**config.mk**
```make
export PLATFORM = sky130hd
export DESIGN_NAME = adc_seq_ctrl
export DESIGN_NICKNAME = d
export VERILOG_FILES = /design/src/rtl/adc_seq_pkg.sv /design/src/rtl/adc_seq_fsm.sv /design/src/rtl/adc_seq_stat.sv /design/src/rtl/adc_seq_ctrl.sv
export SDC_FILE = /design/constraint.sdc
export NUM_CORES = 1
export LEC_CHECK = 0
export ABC_AREA = 1
export BUFFER_PORTS_ARGS = -buffer_cell sky130_fd_sc_hd__buf_2
export CAP_MARGIN = 25
export CORE_UTILIZATION = 59
export DETAILED_ROUTE_END_ITERATION = 8
export PLACE_DENSITY = 0.82
export REMOVE_ABC_BUFFERS = 1
export SLEW_MARGIN = 30
export SYNTH_ARGS = -nofsm -noshare
export SYNTH_HDL_FRONTEND = slang
export SYNTH_SLANG_ARGS = --single-unit
```
**constraint.sdc**
```tcl
create_clock -name clk -period 5.18 [get_ports clk]
set_input_delay 1.295 -clock clk [delete_from_list [all_inputs] [get_ports clk]]
set_output_delay 1.295 -clock clk [all_outputs]
set_load 0.005 [all_outputs]
```
**src/rtl/adc_seq_pkg.sv**
```systemverilog
package adc_seq_pkg;
  typedef enum logic [1:0] {
    SQ_IDLE,
    SQ_SAMPLE,
    SQ_CONVERT
  } seq_state_t;

  localparam int OFS_CTRL   = 'h00;
  localparam int OFS_MODE   = 'h04;
  localparam int OFS_MASK   = 'h08;
  localparam int OFS_TIMING = 'h0C;
  localparam int OFS_IRQCFG = 'h20;
  localparam int OFS_FLAGS  = 'h24;
  localparam int OFS_DIV    = 'h28;
  localparam int OFS_RES    = 'h30;

  localparam logic [31:0] MODE_KEEP = 32'h0000_3015;
  localparam logic [7:0]  CMP_FIXED = 8'h0E;
  localparam int          DIV_ONLY  = 4;
endpackage

```
**src/rtl/adc_seq_fsm.sv**
```systemverilog
module adc_seq_fsm
  import adc_seq_pkg::*;
#(
  parameter int CH_W  = 3,
  parameter int SMP_W = 16
) (
  input  logic             clk,
  input  logic             rst_n,
  input  logic             launch_i,
  input  logic             abort_i,
  input  logic [CH_W-1:0]  ch_i,
  input  logic [SMP_W-1:0] smp_i,
  input  logic             fe_done_i,
  output logic             busy_o,
  output logic             fe_start_o,
  output logic [CH_W-1:0]  fe_chan_o,
  output logic [SMP_W-1:0] fe_smp_o,
  output logic             conv_done_o
);
  seq_state_t       state_q;
  logic [SMP_W-1:0] cnt_q;
  logic [SMP_W-1:0] last_cnt;

  assign last_cnt    = (fe_smp_o == '0) ? '0 : fe_smp_o - SMP_W'(1);
  assign busy_o      = (state_q != SQ_IDLE);
  assign conv_done_o = (state_q == SQ_CONVERT) && fe_done_i && !abort_i;

  always_ff @(posedge clk or negedge rst_n) begin
    if (!rst_n) begin
      state_q    <= SQ_IDLE;
      cnt_q      <= '0;
      fe_start_o <= 1'b0;
      fe_chan_o  <= '0;
      fe_smp_o   <= '0;
    end else begin
      fe_start_o <= 1'b0;
      case (state_q)
        SQ_IDLE: begin
          if (launch_i) begin
            state_q   <= SQ_SAMPLE;
            cnt_q     <= '0;
            fe_chan_o <= ch_i;
            fe_smp_o  <= smp_i;
          end
        end
        SQ_SAMPLE: begin
          if (abort_i) begin
            state_q <= SQ_IDLE;
          end else if (cnt_q == last_cnt) begin
            state_q    <= SQ_CONVERT;
            fe_start_o <= 1'b1;
          end else begin
            cnt_q <= cnt_q + SMP_W'(1);
          end
        end
        SQ_CONVERT: begin
          if (abort_i || fe_done_i) state_q <= SQ_IDLE;
        end
        default: state_q <= SQ_IDLE;
      endcase
    end
  end

  AST_START_SINGLE: assert property (@(posedge clk) disable iff (!rst_n)
    fe_start_o |=> !fe_start_o);
  AST_DONE_ENDS_BUSY: assert property (@(posedge clk) disable iff (!rst_n)
    conv_done_o |=> !busy_o);
  AST_ABORT_IDLES: assert property (@(posedge clk) disable iff (!rst_n)
    (abort_i && busy_o) |=> (!busy_o && !fe_start_o));
endmodule

```
**src/rtl/adc_seq_stat.sv**
```systemverilog
module adc_seq_stat #(
  parameter int NCH   = 8,
  parameter int RES_W = 12,
  parameter int CH_W  = 3
) (
  input  logic                      clk,
  input  logic                      rst_n,
  input  logic                      clr_all_i,
  input  logic                      done_i,
  input  logic [CH_W-1:0]           done_ch_i,
  input  logic [RES_W-1:0]          result_i,
  input  logic                      err_i,
  input  logic                      w1c_i,
  input  logic [NCH-1:0]            w1c_mask_i,
  input  logic                      w1c_err_i,
  input  logic [NCH-1:0]            inten_i,
  input  logic                      err_en_i,
  input  logic                      level_i,
  output logic [NCH-1:0]            stat_o,
  output logic                      err_o,
  output logic [NCH-1:0][RES_W-1:0] res_o,
  output logic                      irq_o
);
  logic pulse_q;
  logic level_irq;

  for (genvar g = 0; g < NCH; g++) begin : g_chan
    always_ff @(posedge clk or negedge rst_n) begin
      if (!rst_n) begin
        stat_o[g] <= 1'b0;
        res_o[g]  <= '0;
      end else if (clr_all_i) begin
        stat_o[g] <= 1'b0;
        res_o[g]  <= '0;
      end else if (done_i && (done_ch_i == CH_W'(g))) begin
        stat_o[g] <= 1'b1;
        res_o[g]  <= result_i;
      end else if (w1c_i && w1c_mask_i[g]) begin
        stat_o[g] <= 1'b0;
      end
    end
  end

  always_ff @(posedge clk or negedge rst_n) begin
    if (!rst_n) begin
      err_o   <= 1'b0;
      pulse_q <= 1'b0;
    end else begin
      if (clr_all_i)               err_o <= 1'b0;
      else if (err_i)              err_o <= 1'b1;
      else if (w1c_i && w1c_err_i) err_o <= 1'b0;
      pulse_q <= (done_i && inten_i[done_ch_i]) || (err_i && err_en_i);
    end
  end

  assign level_irq = (|(stat_o & inten_i)) || (err_o && err_en_i);
  assign irq_o     = level_i ? level_irq : pulse_q;

  AST_CLEAR_EMPTIES: assert property (@(posedge clk) disable iff (!rst_n)
    clr_all_i |=> (stat_o == '0 && !err_o));
  AST_ERR_STICKS: assert property (@(posedge clk) disable iff (!rst_n)
    (err_i && !clr_all_i) |=> err_o);
endmodule

```
**src/rtl/adc_seq_ctrl.sv**
```systemverilog
module adc_seq_ctrl
  import adc_seq_pkg::*;
#(
  parameter int NCH    = 8,
  parameter int RES_W  = 12,
  parameter int SMP_W  = 16,
  parameter int ADDR_W = 8,
  parameter int DATA_W = 32
) (
  input  logic              clk,
  input  logic              rst_n,
  input  logic              bus_sel,
  input  logic              bus_wr,
  input  logic [ADDR_W-1:0] bus_addr,
  input  logic [DATA_W-1:0] bus_wdata,
  output logic [DATA_W-1:0] bus_rdata,
  output logic              fe_start,
  output logic [$clog2(NCH)-1:0] fe_chan,
  output logic [SMP_W-1:0]  fe_sample,
  input  logic              fe_done,
  input  logic [RES_W-1:0]  fe_result,
  output logic              irq
);
  localparam int CH_W     = $clog2(NCH);
  localparam int RES_SPAN = 4 * NCH;
  localparam logic [SMP_W-1:0] SMP_RESET = SMP_W'('h578);

  logic              en_q, pwr_q, srst_q;
  logic [DATA_W-1:0] mode_q;
  logic [NCH-1:0]    mask_q, inten_q;
  logic [SMP_W-1:0]  smp_q;
  logic              err_en_q, lvl_q;

  logic wr, wr_ctrl, new_en, new_pwr, new_srst;
  logic busy, start_req, launch, sel_err, abort, conv_done, srst_clr;
  logic mask_ok;
  logic [CH_W-1:0] sel_ch, res_idx;
  logic res_hit;
  logic [NCH-1:0] stat;
  logic err_flag;
  logic [NCH-1:0][RES_W-1:0] res;

  assign wr       = bus_sel && bus_wr;
  assign wr_ctrl  = wr && (bus_addr == ADDR_W'(OFS_CTRL));
  assign new_en   = bus_wdata[0];
  assign new_pwr  = bus_wdata[2];
  assign new_srst = bus_wdata[15];

  assign mask_ok   = $onehot(mask_q);
  assign start_req = wr_ctrl && new_en && !busy && pwr_q && srst_q && new_pwr && new_srst;
  assign launch    = start_req && mask_ok;
  assign sel_err   = start_req && !mask_ok;
  assign abort     = wr_ctrl && busy && !(new_en && new_pwr && new_srst);
  assign srst_clr  = wr_ctrl && new_srst && !srst_q;

  always_comb begin
    sel_ch = '0;
    for (int i = 0; i < NCH; i++) if (mask_q[i]) sel_ch = CH_W'(i);
  end

  always_ff @(posedge clk or negedge rst_n) begin
    if (!rst_n) begin
      en_q     <= 1'b0;
      pwr_q    <= 1'b0;
      srst_q   <= 1'b0;
      mode_q   <= '0;
      mask_q   <= '0;
      smp_q    <= SMP_RESET;
      inten_q  <= '0;
      err_en_q <= 1'b0;
      lvl_q    <= 1'b0;
    end else begin
      if (wr_ctrl) begin
        pwr_q  <= new_pwr;
        srst_q <= new_srst;
      end
      if (launch)                en_q <= 1'b1;
      else if (abort || conv_done) en_q <= 1'b0;
      if (wr && bus_addr == ADDR_W'(OFS_MODE))   mode_q <= bus_wdata & MODE_KEEP;
      if (wr && bus_addr == ADDR_W'(OFS_MASK))   mask_q <= bus_wdata[NCH-1:0];
      if (wr && bus_addr == ADDR_W'(OFS_TIMING)) smp_q  <= bus_wdata[SMP_W-1:0];
      if (wr && bus_addr == ADDR_W'(OFS_IRQCFG)) begin
        inten_q  <= bus_wdata[NCH-1:0];
        err_en_q <= bus_wdata[16];
        lvl_q    <= bus_wdata[31];
      end
    end
  end

  adc_seq_fsm #(.CH_W(CH_W), .SMP_W(SMP_W)) u_fsm (
    .clk, .rst_n,
    .launch_i(launch), .abort_i(abort), .ch_i(sel_ch), .smp_i(smp_q),
    .fe_done_i(fe_done), .busy_o(busy), .fe_start_o(fe_start),
    .fe_chan_o(fe_chan), .fe_smp_o(fe_sample), .conv_done_o(conv_done)
  );

  adc_seq_stat #(.NCH(NCH), .RES_W(RES_W), .CH_W(CH_W)) u_stat (
    .clk, .rst_n,
    .clr_all_i(srst_clr), .done_i(conv_done), .done_ch_i(fe_chan),
    .result_i(fe_result), .err_i(sel_err),
    .w1c_i(wr && bus_addr == ADDR_W'(OFS_FLAGS)),
    .w1c_mask_i(bus_wdata[NCH-1:0]), .w1c_err_i(bus_wdata[16]),
    .inten_i(inten_q), .err_en_i(err_en_q), .level_i(lvl_q),
    .stat_o(stat), .err_o(err_flag), .res_o(res), .irq_o(irq)
  );

  assign res_idx = CH_W'((bus_addr - ADDR_W'(OFS_RES)) >> 2);
  assign res_hit = (bus_addr >= ADDR_W'(OFS_RES)) &&
                   (bus_addr < ADDR_W'(OFS_RES + RES_SPAN));

  always_comb begin
    bus_rdata = '0;
    if (res_hit) begin
      bus_rdata[RES_W-1:0] = res[res_idx];
    end else begin
      case (int'(bus_addr))
        OFS_CTRL: begin
          bus_rdata[0]  = en_q;
          bus_rdata[1]  = busy;
          bus_rdata[2]  = pwr_q;
          bus_rdata[15] = srst_q;
        end
        OFS_MODE:   bus_rdata = mode_q;
        OFS_MASK:   bus_rdata[NCH-1:0] = mask_q;
        OFS_TIMING: begin
          bus_rdata[SMP_W-1:0] = smp_q;
          bus_rdata[23:16]     = CMP_FIXED;
        end
        OFS_IRQCFG: begin
          bus_rdata[NCH-1:0] = inten_q;
          bus_rdata[16]      = err_en_q;
          bus_rdata[31]      = lvl_q;
        end
        OFS_FLAGS: begin
          bus_rdata[NCH-1:0] = stat;
          bus_rdata[16]      = err_flag;
        end
        OFS_DIV:    bus_rdata = DATA_W'(DIV_ONLY);
        default:    bus_rdata = '0;
      endcase
    end
  end

  AST_START_POWERED: assert property (@(posedge clk) disable iff (!rst_n)
    fe_start |-> (pwr_q && srst_q));
  AST_BUSY_HAS_EN: assert property (@(posedge clk) disable iff (!rst_n)
    busy |-> en_q);
  AST_ERR_NO_BUSY: assert property (@(posedge clk) disable iff (!rst_n)
    $rose(err_flag) |-> !busy);
endmodule

```
# Yosys cells after proc, flatten, opt, wreduce, memory -nomap -nowiden
# Index checks and enable logic that the tools add are counted.
[word_totals]
register_bits = 186
latch_bits = 0
ram_bits = 0
mem_bits_ro = 0
in_bits = 57
out_inout_bits = 53
elab_cells = 229
memories = 0
[op_classes]
n_addsub = 10
n_mul = 0
n_div = 0
order_cmp = 4
n_eq_ne = 22
shifts = 0
mux = 79
bitwise_logic = 1
reduce_logical = 81
[ops]
columns = ["cell", "n"]
rows = [
  ["12-bit 2-to-1 mux", 18],
  ["16-bit 2-to-1 mux", 4],
  ["1-bit logical AND", 44],
  ["12-bit binary-select mux with 3-bit select", 1],
  ["1-bit 2-to-1 mux", 36],
  ["16-bit case mux with 2 select lines", 1],
  ["3-bit nonzero test", 9],
  ["5-bit case mux with 5 select lines", 1],
  ["8-bit by 6-bit == test with 1-bit output, second input constant", 3],
  ["2-bit nonzero test", 11],
  ["3-bit case mux with 7 select lines", 1],
  ["20-bit 2-to-1 mux", 1],
  ["16-bit by 1-bit adder with 16-bit output, second input constant", 1],
  ["16-bit == test", 1],
  ["8-bit by 4-bit == test with 1-bit output, second input constant", 2],
  ["16-bit logical NOT", 1],
  ["16-bit by 1-bit subtractor with 16-bit output, second input constant", 1],
  ["3-bit 2-to-1 mux", 5],
  ["7-bit case mux with 2 select lines", 1],
  ["3-bit == test, second input constant", 4],
  ["2-bit 2-to-1 mux", 6],
  ["1-bit by 1-bit adder with 2-bit output", 4],
  ["8-bit AND", 1],
  ["8-bit by 3-bit == test with 1-bit output, second input constant", 1],
  ["other kinds (25)", 39],
]

# Longest topological paths before layout
[logic_depth]
word_depth = 11
depth_mapped = 19
depth_no_buf = 19

# By module
# From an unflattened synthesis, not the netlist that was laid out.
[unflattened]
cells_unflattened = 1515
hier_area_um2 = 10854.2
[modules_own_cells]
columns = ["mod", "instances", "cells_each", "area_per_inst_um2", "seq_area_each_um2"]
rows = [
  ["adc_seq_stat", 1, 543, 4503.1, 2652.5],
  ["adc_seq_ctrl", 1, 549, 3542.1, 1058.5],
  ["adc_seq_fsm", 1, 423, 2808.9, 950.9],
]

# Worst setup path before layout
# No wires, ideal clock.
[synth_path]
path_kind = "input to output"
from = "input port bus_addr[4]"
to = "output port bus_rdata[6]"
arrival_ps = 2411
slack_ps = 1474
cell_stages = 8
path_cell_list = "buf_2 > clkinv_1 > nand3_1 > nor2_1 > inv_1 > nor2_1 > a221oi_1 > o211ai_1"
[synth_via]
elab_chain_len = 4
[synth_lines]
columns = ["element", "line_no", "source"]
rows = [
  ["start, declared", "adc_seq_ctrl.sv:14", "input logic [ADDR_W-1:0] bus_addr,"],
  ["5-bit subtractor", "adc_seq_ctrl.sv:107", "assign res_idx = CH_W'((bus_addr - ADDR_W'(OFS_RES)) >> 2);"],
  ["12-bit binary-select mux with 3-bit select", "adc_seq_ctrl.sv:114", "bus_rdata[RES_W-1:0] = res[res_idx];"],
  ["12-bit 2-to-1 mux (implied by the code)", "adc_seq_ctrl.sv:114", ""],
  ["12-bit 2-to-1 mux (*)", "adc_seq_ctrl.sv:113", "if (res_hit) begin"],
  ["end, declared", "adc_seq_ctrl.sv:16", "output logic [DATA_W-1:0] bus_rdata,"],
]
# Every way passes the cells marked *; elsewhere a longest branch is shown, timed or not. The select of a mux whose other input is x is not followed.

# Worst setup path in the final report
[layout_path]
from = "input port bus_addr[2]"
to = "output port bus_rdata[4]"
# The elaborated chain is that of the path after synthesis.

==> out/metrics.cfg <==
[timing]
slew_violations = 0
fin_tns_setup_ns = 0
min_period_ns = 4.627
relSlewSlack_pct = 42.82
finClkSkew_ns = 0.009039
fin_crit_sh_pct = 89.32
hold_viol_final = 0
worst_pin_slew_ns = 0.8576
clock.fmax_ghz = 0.2161
setup_viol = 0
rsz0062_at_grt = no
worst_slack_ns = 0.5533

[detailed_routing]
wl_mm = 28.12
drt_iter0_markers = 1048
wire_per_inst_microns = 17.19
route.detailed.drc = 0
ant_nets = 0
vias_per_cell = 5.890
vias = 9636
drt-pass1-iter-count = 5

[setup_path]
critical_path_class = in2out
cpMaxStageDelayCell = nor2_1
critPathMaxFanout = 18
critPathTopFamily = simple AND/OR/NAND/NOR gates
crit_chain = buf_2 > nor2_4 > inv_2 > nor2_4 > inv_1 > nor2_1 > inv_1 > o22ai_1 > a21oi_1 > nand4_1 > buf_2
slowest_delay_ns = 0.29
cp_num_buf_inv = 5
cp.arrival_ns = 3.33
startpoint_type = input pin
reg2reg_slack_ns = 0.95
critPathRequiredTime_ns = 3.88
critPathCaptureType = primary output

[yosys]
synthesis.area_sq_mm = 0.01022
yosysSeqAreaShare_pct = 45.61
synthAdderAreaFrac_pct = 1.395
synth-edff-count = 0
synth.area.mux_share_pct = 0.1102
synth-compound-area-share_pct = 15.40
synth_top_family_by_area = simple AND/OR/NAND/NOR gates
syn_inst = 1327
ys.flop_type = dfrtp_1
ys.warnings.count = 0
synth_cell_types = 44
synth-seq-cells = 186
synth_xor_area_share_pct = 1.200
syn_avg_cell_area_sq_um = 7.703
synth-async-reset-ratio_pct = 100.0
synth-simple-area-share_pct = 25.09

[finish]
antenna_cells = 0
multi_input_area_sq_mm = 0.004459
nFillCells = 1432
fin_nets = 1469
synthToLayoutAreaGrowth_pct = 10.88
drive_above_1_share_pct = 13.98
regArea_sq_mm = 0.004662
design_area_sq_mm = 0.01133

[clock_tree]
cts_buffer_depth = 2
numCtsBuffers = 17
cts_setup_buffers = 0
clk_pin_slew_worst_paths_ns = 0.07
cts-resized-gates = 0
clkSinkCount = 186
clock_latency_ns = 0.45
cts_tree = built
cts_max_level = 4
cts_hold_buf = 0
cts_root_buf = clkbuf_16

[worst_hold_path]
hp-class = reg2reg

[pwr]
power.total_uw = 2911
comb_power_share_pct = 6.0
power_density_mw_per_mm2 = 256.8
switching_power_uw = 715.3
p_int_uw = 2195
seq_power_share_pct = 50.5
swShare_pct = 24.58
max-vdd-ir-drop_mv = 0.2555
pwr-share-clk_pct = 43.5
p_leak_uw = 0.005689

[run_status]
outcome = finished clean

[grt]
grt_pass1_wl_mm = 45.64
antenna_found_initial = 0
grt_max_degree = 107
first_global_vias = 8887
grt_overflow_total = 0
grtUsageTotal_pct = 33.15

[floorplan]
die_y_microns = 133.6
initial_core_util_pct = 60.99
die_w_microns = 133.6
io_pins = 110
std_cell_rows = 47
die_area_sq_mm = 0.01786
coreArea_sq_mm = 0.01676

[flow_run]
cap_violations = 0

[placed_design]
place.port_buffers = 84
dpl.hpwl_mm = 19.91
gp_congestion = 0.9915
placed_area_sq_mm = 0.01077
preCtsSetupSlack_ns = 0.6356

==> worst paths after layout <==
check	start	to	cells after the start
setup / recovery	bus_addr[2]	bus_rdata[4]	11
hold / removal	smp_q[12]	smp_q[12]	2
setup reg to reg	mask_q[3]	u_fsm.cnt_q[12]	19
hold reg to reg	smp_q[12]	smp_q[12]	2
max in group asynchronous	rst_n	smp_q[10]	2
min in group asynchronous	rst_n	u_stat.res_o[36]	1
==> kinds of logic after synthesis <==
kind of cell / Yosys count
AO/OA/AOI/OAI: 274
XOR/XNOR: 14
adder cells (fa/ha/maj): 9
buffers and inverters: 266
flip-flops: 186
multiplexers: 1
other: 1
AND/OR/NAND/NOR: 576
==> stage by stage <==
step | util (%) | hold slack [ns] | cells
floorplan | - | 0.4530 | 1277
global placement | 64.26 | 0.4652 | 1604
detailed placement | 64.26 | 0.4724 | 1604
CTS | 67.61 | 0.4903 | 1636
global route | 67.63 | 0.5114 | 1636
finish | 67.63 | 0.4837 | 1636
==> Yosys cell counts, types with 5 or more instances <==
| library cell | instances | area [sq um] |
|---|---|---|
| a21oi_1 | 22 | 110.1 |
| a221oi_1 | 16 | 140.1 |
| buf_2 | 15 | 75.07 |
| buf_4 | 15 | 112.6 |
| buf_6 | 9 | 101.4 |
| clkbuf_1 | 20 | 75.07 |
| dfrtp_1 | 180 | 4504 |
| dfstp_2 | 6 | 157.7 |
| ha_1 | 5 | 62.56 |
| inv_1 | 193 | 724.4 |
| inv_2 | 10 | 37.54 |
| nand2_1 | 301 | 1130 |
| nand2_2 | 19 | 118.9 |
| nand3_1 | 106 | 530.5 |
| nand4_1 | 24 | 150.1 |
| nor2_1 | 85 | 319.1 |
| nor2_2 | 9 | 56.30 |
| nor2_4 | 6 | 67.56 |
| nor3_1 | 14 | 70.07 |
| o211ai_1 | 8 | 60.06 |
| o21ai_0 | 110 | 550.5 |
| o21ai_1 | 61 | 305.3 |
| o22ai_1 | 38 | 237.7 |
| o311ai_0 | 11 | 96.34 |
| xor2_1 | 14 | 122.6 |
==> power groups by stage <==
stage	sequential [uW]	clock, uW	combinational, uW
2_1_floorplan	1490	0	75.5
5_1_grt	1470	1330	195
3_3_place_gp	1500	0	169
4_1_cts	1470	1260	174
3_5_place_dp	1500	0	173
6_report	1470	1270	174
==> state kept, by name, indices dropped and copies added, names as in the netlist, 2 cells and up <==
| name | cells |
|---|---|
| u_stat.res_o | 96 |
| smp_q | 16 |
| u_fsm.cnt_q | 16 |
| u_fsm.fe_smp_o | 16 |
| inten_q | 8 |
| mask_q | 8 |
| u_stat.stat_o | 8 |
| mode_q | 5 |
| u_fsm.fe_chan_o | 3 |
| u_fsm.state_q | 2 |
==> area by class of cell <==
class	count	area share [%]
multi-input combinational	885	39.34
inverter	206	6.822
tap	220	2.429
timing repair buffer	107	5.310
sequential	186	41.13
clock inverter	12	1.027
clock buffer	20	3.941
==> cell usage in the layout, fill, tap and decap left out, types with 14 or more instances in the layout <==
cell,instances
nand2_1,300
inv_1,193
dfrtp_1,180
o21ai_0,110
nand3_1,106
nor2_1,85
buf_2,83
o21ai_1,61
o22ai_1,38
nand4_1,24
buf_4,23
a21oi_1,22
nand2_2,20
clkbuf_16,17
a221oi_1,16
xor2_1,14
nor3_1,14
==> tightest hold or removal path: cells and delay by family, from the launching register on <==
family	cells	cell delay, ns
flops	1	0.35
compound gates	1	0.05
simple gates	1	0.05
==> layer usage <==
layer / part of all wire, % / vias to the layer above / global-route usage [%] / routed length (microns)
li1: - / 4478 / - / -
met1: 44 / 4595 / 47.67 / 12250
met2: 45 / 483 / 49.71 / 12710
met3: 7.7 / 80 / 4.680 / 2152
met4: 3.6 / 0 / 15.66 / 1009
met5: 0 / - / 0 / 0
No activity file was read; power rests on OpenSTA's default activity.
